$ cat config.mk
export PLATFORM = sky130hd
export DESIGN_NAME = acs_stage_unit
export DESIGN_NICKNAME = d
export VERILOG_FILES = /design/src/rtl/acs_stage_unit.sv
export SDC_FILE = /design/constraint.sdc
export NUM_CORES = 2
export LEC_CHECK = 0
export ABC_AREA = 0
export BUFFER_PORTS_ARGS = -buffer_cell sky130_fd_sc_hd__clkbuf_2
export CORE_ASPECT_RATIO = 2
export CORE_MARGIN = 1
export CORE_UTILIZATION = 70
export DETAILED_ROUTE_END_ITERATION = 12
export GPL_TIMING_DRIVEN = 1
export HOLD_SLACK_MARGIN = 0.03
export PLACE_DENSITY = 0.95
export SLEW_MARGIN = 30
export SYNTH_ARGS = -nofsm -noshare
export SYNTH_HDL_FRONTEND = slang
export SYNTH_SLANG_ARGS = --single-unit
$ cat constraint.sdc
create_clock -name clk -period 34.3 [get_ports clk]
set_input_delay 6.86 -clock clk [delete_from_list [all_inputs] [get_ports clk]]
set_output_delay 6.86 -clock clk [all_outputs]
set_load 0.02 [all_outputs]
$ cat src/rtl/acs_stage_unit.sv
module acs_stage_unit #(
  parameter int SD_W = 8,
  parameter int MW = 16,
  parameter logic signed [MW-1:0] NORM_TH = 16384
) (
  input  logic                 clk,
  input  logic                 rst_n,
  input  logic                 frame_start,
  input  logic                 sym_valid,
  output logic                 sym_ready,
  input  logic signed [SD_W-1:0] sd0,
  input  logic signed [SD_W-1:0] sd1,
  output logic                 dec_valid,
  output logic [15:0]          dec_word,
  input  logic [3:0]           rd_state,
  output logic signed [MW-1:0] rd_metric
);
  localparam int NS = 16;
  localparam logic signed [MW-1:0] MNEG = {1'b1, {(MW-1){1'b0}}};
  localparam logic signed [MW-1:0] MPOS = {1'b0, {(MW-1){1'b1}}};

  logic signed [MW-1:0] bank [2][NS];
  logic sel, busy, norm;
  logic [2:0] bfly;
  logic signed [MW-1:0] m_sum, m_diff, off;

  function automatic logic signed [MW-1:0] sat(input logic signed [MW:0] s);
    if (s[MW] != s[MW-1]) return s[MW] ? MNEG : MPOS;
    return s[MW-1:0];
  endfunction

  function automatic logic signed [MW:0] ext(input logic signed [MW-1:0] v);
    return {v[MW-1], v};
  endfunction

  logic signed [MW-1:0] m, ms, o_e, o_o, ca0, ca1, cb0, cb1, na, nb;
  logic da, db;

  assign sym_ready = !busy;
  assign rd_metric = bank[sel][rd_state];

  always_comb begin
    m   = bfly[2] ? m_diff : m_sum;
    ms  = bfly[0] ? -m : m;
    o_e = bank[sel][{bfly, 1'b0}];
    o_o = bank[sel][{bfly, 1'b1}];
    ca0 = sat(ext(o_e) + ext(ms));
    ca1 = sat(ext(o_o) - ext(ms));
    cb0 = sat(ext(o_e) - ext(ms));
    cb1 = sat(ext(o_o) + ext(ms));
    da  = !(ca0 > ca1);
    db  = !(cb0 > cb1);
    na  = da ? ca1 : ca0;
    nb  = db ? cb1 : cb0;
  end

  always_ff @(posedge clk or negedge rst_n) begin
    if (!rst_n) begin
      for (int b = 0; b < 2; b++)
        for (int i = 0; i < NS; i++)
          bank[b][i] <= (i == 0) ? '0 : MNEG;
      sel <= 1'b0;
      busy <= 1'b0;
      bfly <= '0;
      norm <= 1'b0;
      off <= '0;
      m_sum <= '0;
      m_diff <= '0;
      dec_valid <= 1'b0;
      dec_word <= '0;
    end else begin
      dec_valid <= 1'b0;
      if (frame_start) begin
        busy <= 1'b0;
        bfly <= '0;
        for (int i = 0; i < NS; i++)
          bank[sel][i] <= (i == 0) ? '0 : MNEG;
      end else if (sym_valid && !busy) begin
        busy   <= 1'b1;
        bfly   <= '0;
        m_sum  <= MW'(sd0) + MW'(sd1);
        m_diff <= MW'(sd0) - MW'(sd1);
      end else if (busy) begin
        bank[!sel][{1'b0, bfly}] <= na;
        bank[!sel][{1'b1, bfly}] <= nb;
        dec_word <= {dec_word[13:0], da, db};
        bfly <= bfly + 3'd1;
        if (bfly == 3'd0) begin
          norm <= na > NORM_TH;
          off  <= na;
        end
        if (bfly == 3'd7) begin
          busy <= 1'b0;
          dec_valid <= 1'b1;
          sel <= !sel;
          if (norm)
            for (int i = 0; i < NS; i++)
              bank[!sel][i] <= sat(ext((i == 7) ? na : (i == 15) ? nb : bank[!sel][i]) - ext(off));
        end
      end
    end
  end

  assert_strobe_pulse_R6: assert property (@(posedge clk) disable iff (!rst_n)
    dec_valid |=> !dec_valid);
  assert_busy_after_accept_R6: assert property (@(posedge clk) disable iff (!rst_n)
    (sym_valid && sym_ready && !frame_start) |=> !sym_ready);
  assert_bounded_state0_R8: assert property (@(posedge clk) disable iff (!rst_n)
    dec_valid |-> (bank[sel][0] <= NORM_TH));
  assert_frame_init_R5: assert property (@(posedge clk) disable iff (!rst_n)
    frame_start |=> (bank[sel][0] == '0 && bank[sel][1] == MNEG && bank[sel][15] == MNEG));
  assert_no_wrap_R4: assert property (@(posedge clk) disable iff (!rst_n)
    (busy && o_o == MNEG && ms > 0) |-> (ca1 == MNEG));
endmodule

==> results of run 1 <==
[stage by stage]
step / cell area, µm² / instances / worst slack [ps]
detailed placement: 61550 / 8286 / 17440
floorplan: 60470 / 7534 / 18410
global placement: 61470 / 8285 / 17480
CTS: 63510 / 8395 / 17430
[cell usage after synthesis, drive strengths merged (55+ instances only)]
cell | instances | area, µm²
a211oi | 70 | 543.0
a21o | 168 | 1262
a21oi | 801 | 4054
a22o | 87 | 762.0
a22oi | 88 | 660.6
a31oi | 73 | 462.9
buf | 134 | 661.9
clkbuf | 428 | 1607
dfrtp | 538 | 13460
ha | 389 | 4867
inv | 258 | 970.9
mux2 | 266 | 3003
mux2i | 187 | 1897
mux4 | 130 | 2928
nand2 | 813 | 3059
nand2b | 66 | 412.9
nand3 | 87 | 447.9
nor2 | 493 | 1873
nor3 | 135 | 708.2
o211ai | 76 | 585.6
o21a | 79 | 593.1
o21ai | 985 | 4960
o21bai | 59 | 446.7
o221ai | 78 | 689.4
o2bb2ai | 71 | 621.9
o31ai | 55 | 445.4
xnor2 | 158 | 1440
xor2 | 74 | 648.1
[per-layer routing]
metal | GRT overflow | track usage
met5 | 15 | 0.4302
met4 | 659 | 0.8994
met3 | 57 | 0.7291
met2 | 1228 | 1.026
met1 | 40 | 0.8641
[cells by family after synthesis]
logic type	Yosys count	synth area share
buffers and inverters	823	0.05376
AO/OA/AOI/OAI	3054	0.3194
flip-flops	568	0.2357
XOR/XNOR	232	0.03454
adder cells (fa/ha/maj)	424	0.09010
multiplexers	583	0.1295
AND/OR/NAND/NOR	1850	0.1371
==> impl_metrics.json, run 1 <==
{
  "status": "aborted with a tool error",
  "lastStage": "5_1_grt",
  "tool.error": "[ERROR GRT-0116] Global routing finished with congestion. Check the congestion regions in the DRC Viewer.",
  "dpl.hpwl_mm": 229.5,
  "synth_area_mm2": 0.06047,
  "cts_max_level": 2,
  "syn-instance-count": 7534,
  "cts_buffer_depth": 3,
  "start_util": 0.7065,
  "postCtsSetupBuffers": 0,
  "synth_seq_area_share": 0.2357,
  "ys_async_sr_fraction": 1.000,
  "fp.dieH_um": 417.6,
  "grt_pass1_vias": 75337,
  "grt_max_degree": 143,
  "grtUsageTotal": 0.8738,
  "io_pins": 58,
  "cts_resized": 0,
  "ys.flop_type": "dfrtp_1",
  "overflow": 1999,
  "ys_ff_latch": 568,
  "synth_edf_count": 0,
  "hold_buffers": 0,
  "synth_nets": 7969,
  "syn_avg_cell_area_um2": 8.026,
  "ys_warn_count": 0,
  "place_congestion": 1.279,
  "die_w_um": 209.8,
  "ys_types": 126,
  "rows": 152,
  "cts_root_buffer": "clkbuf_16",
  "clock_sinks": 568,
  "io_buffers": 57,
  "cts_made_buffers": 58,
  "grt_first_pass_wirelength_mm": 576.1
}
==> run 2: changes to the inputs <==
CORE_ASPECT_RATIO = unset   (was 2)
CORE_UTILIZATION = 40   (was 70)
HOLD_SLACK_MARGIN = unset   (was 0.03)
PLACE_DENSITY = unset   (was 0.95)
PLACE_DENSITY_LB_ADDON = 0.15   (was unset)
==> run 2 against run 1 <==
Effect of this change:
- synthesized cell count is the same
- synthesized area unchanged
- the run now ends clean
==> impl_metrics.json, run 2 <==
{
  "io_buffers": 57,
  "setup_tns_ps": 0,
  "path_class": "in2out",
  "period_minus_slack_ps": 16700,
  "syn-instance-count": 7534,
  "cap_viol_max_count": 0,
  "place_congestion": 1.070,
  "dpl.hpwl_mm": 248.2,
  "drtPass1Iterations": 6,
  "die_w_um": 390.8,
  "tightest_slew_ps": 1136,
  "syn_avg_cell_area_um2": 8.026,
  "synth_edf_count": 0,
  "rows": 142,
  "cpMostUsedCell": "mux4_2",
  "wl_per_cell_um": 36.51,
  "drt_iter0_drc": 9562,
  "ys_warn_count": 0,
  "final_cell_mix": "o21ai_0, nand2_1, a21oi_1, dfrtp_1, nor2_1",
  "finalClockSkew_ps": 44.73,
  "ys_ff_latch": 568,
  "rr_worst_depth": 47,
  "status": "finished, final reports clean",
  "antenna_found_initial": 33,
  "grtUsageTotal": 0.4375,
  "layout_commonest_cell": "o21ai_0",
  "hold_buffers": 0,
  "overflow": 0,
  "finalHoldViolCount": 0,
  "postCtsSetupBuffers": 0,
  "required_ps": 27440,
  "fp.dieH_um": 390.8,
  "vias_per_cell": 7.022,
  "finalSetupViolations": 0,
  "fmax_mhz": 59.87,
  "drive_above_1_share": 0.1400,
  "path_cells": "clkbuf_8 -> buf_6 -> mux4_2 -> mux4_2 -> mux2_2 -> clkbuf_2",
  "cts_buffer_depth": 3,
  "timing.rr.start": "sel",
  "remaining_drc_errors": 0,
  "cts_tree": "yes",
  "grt_pass1_vias": 60598,
  "cts_made_buffers": 80,
  "hp-class": "reg2reg",
  "start_util": 0.4032,
  "post-route-period-util": 0.4870,
  "synth.area.top_cells": "dfrtp_1, ha_1, o21ai_0",
  "max_stage_delay_ps": 640,
  "io_pins": 58,
  "nets": 7767,
  "syn_to_final_growth_pct": 9.190,
  "cp_max_fo": 81,
  "core_mm2": 0.1500,
  "whs_path_depth": 2,
  "synth_seq_area_share": 0.2357,
  "totalWireLength_mm": 344.1,
  "dr_total_vias": 66186,
  "cts_root_buffer": "clkbuf_16",
  "ant_nets": 0,
  "ys_top_cells_by_count": "o21ai_0, nand2_1, a21oi_1",
  "startpoint_type": "primary input",
  "largest_reg_flops": 512,
  "r2r-end": "bank[268]",
  "drv_slew": 0,
  "critPathCaptureType": "primary output",
  "r2r_setup_slack_ps": 18610,
  "min_from": "off[12]",
  "synth_top_cell_area_share": 0.2227,
  "clock_sinks": 568,
  "yosys.area.top_type": "dfrtp_1",
  "die-area_mm2": 0.1527,
  "synth_nets": 7969,
  "ys.flop_type": "dfrtp_1",
  "cp.arrival_ps": 9840,
  "ys_async_sr_fraction": 1.000,
  "regMostFlops": "bank",
  "largest_registers": "bank x512, dec_word x16, off x16",
  "clk_latency_ps": 710,
  "cts_max_level": 3,
  "worst_path_max_delay_cell": "buf_6",
  "yosysMostFrequentCell": "o21ai_0",
  "synth_area_mm2": 0.06047,
  "grt_first_pass_wirelength_mm": 474.2,
  "whs_endpoint": "off[12]",
  "max-slew-margin-rel": 0.2348,
  "ys_types": 126,
  "clkTransAtPathRegs_ps": 60,
  "cts_resized": 0,
  "rsz0062_at_grt": "false",
  "grt_max_degree": 144
}
run 2: cell counts after synthesis:
No cell type changed its count.
run 2: layout make-up:
cell class	count	area (µm²)
fill	15008	83930
multi-input combinational	6143	43300
sequential	568	14260
tap	2016	2522
clock buffer	110	2296
timing repair buffer	278	2095
inverter	261	989.7
clock inverter	34	525.5
antenna	15	37.54
run 2: stage by stage:
stage               hold WS [ps]  instances  setup slack (ps)  area [µm²]    util
finish                     477.7       9425             17600       66020  0.4403
global route               508.7       9411             17460       65990  0.4400
CTS                        481.5       9406             17280       65860  0.4392
detailed placement         466.8       9262             17270       63040  0.4204
global placement           458.4       9262             17410       63000  0.4201
floorplan                  448.5       7534             18410       60470       -
run 2: worst max-delay path by stage:
| stage | slack, ps | startpoint | cells after the start | end |
|---|---|---|---|---|
| finish | 17600 | rd_state[0] | 6 | rd_metric[4] |
| CTS | 17280 | rd_state[0] | 6 | rd_metric[5] |
| detailed placement | 17270 | rd_state[0] | 6 | rd_metric[5] |
| global placement | 17410 | rd_state[0] | 6 | rd_metric[7] |
| global route | 17460 | rd_state[0] | 6 | rd_metric[5] |
| floorplan | 18410 | rd_state[0] | 6 | rd_metric[11] |
run 2: metal layers:
metal / part of all wire / global-route usage / wire (µm)
met5: 0.00026 / 0 / 89
met4: 0.074 / 0.2822 / 25350
met3: 0.15 / 0.1674 / 51460
met2: 0.39 / 0.5858 / 132900
met1: 0.39 / 0.5792 / 134200
run 2: critical path, delay by kind of cell:
kind	cells	cell delay, ps
buf+inv	3	1390
mux	3	1410
run 2: cell families after synthesis:
group                    share of synthesized area
adder cells (fa/ha/maj)                    0.09010
AND/OR/NAND/NOR                             0.1371
XOR/XNOR                                   0.03454
flip-flops                                  0.2357
buffers and inverters                      0.05376
AO/OA/AOI/OAI                               0.3194
multiplexers                                0.1295
Power of run 2 is not shown: default switching activity piles up to over one toggle a cycle in this logic, so the estimate is an artifact.
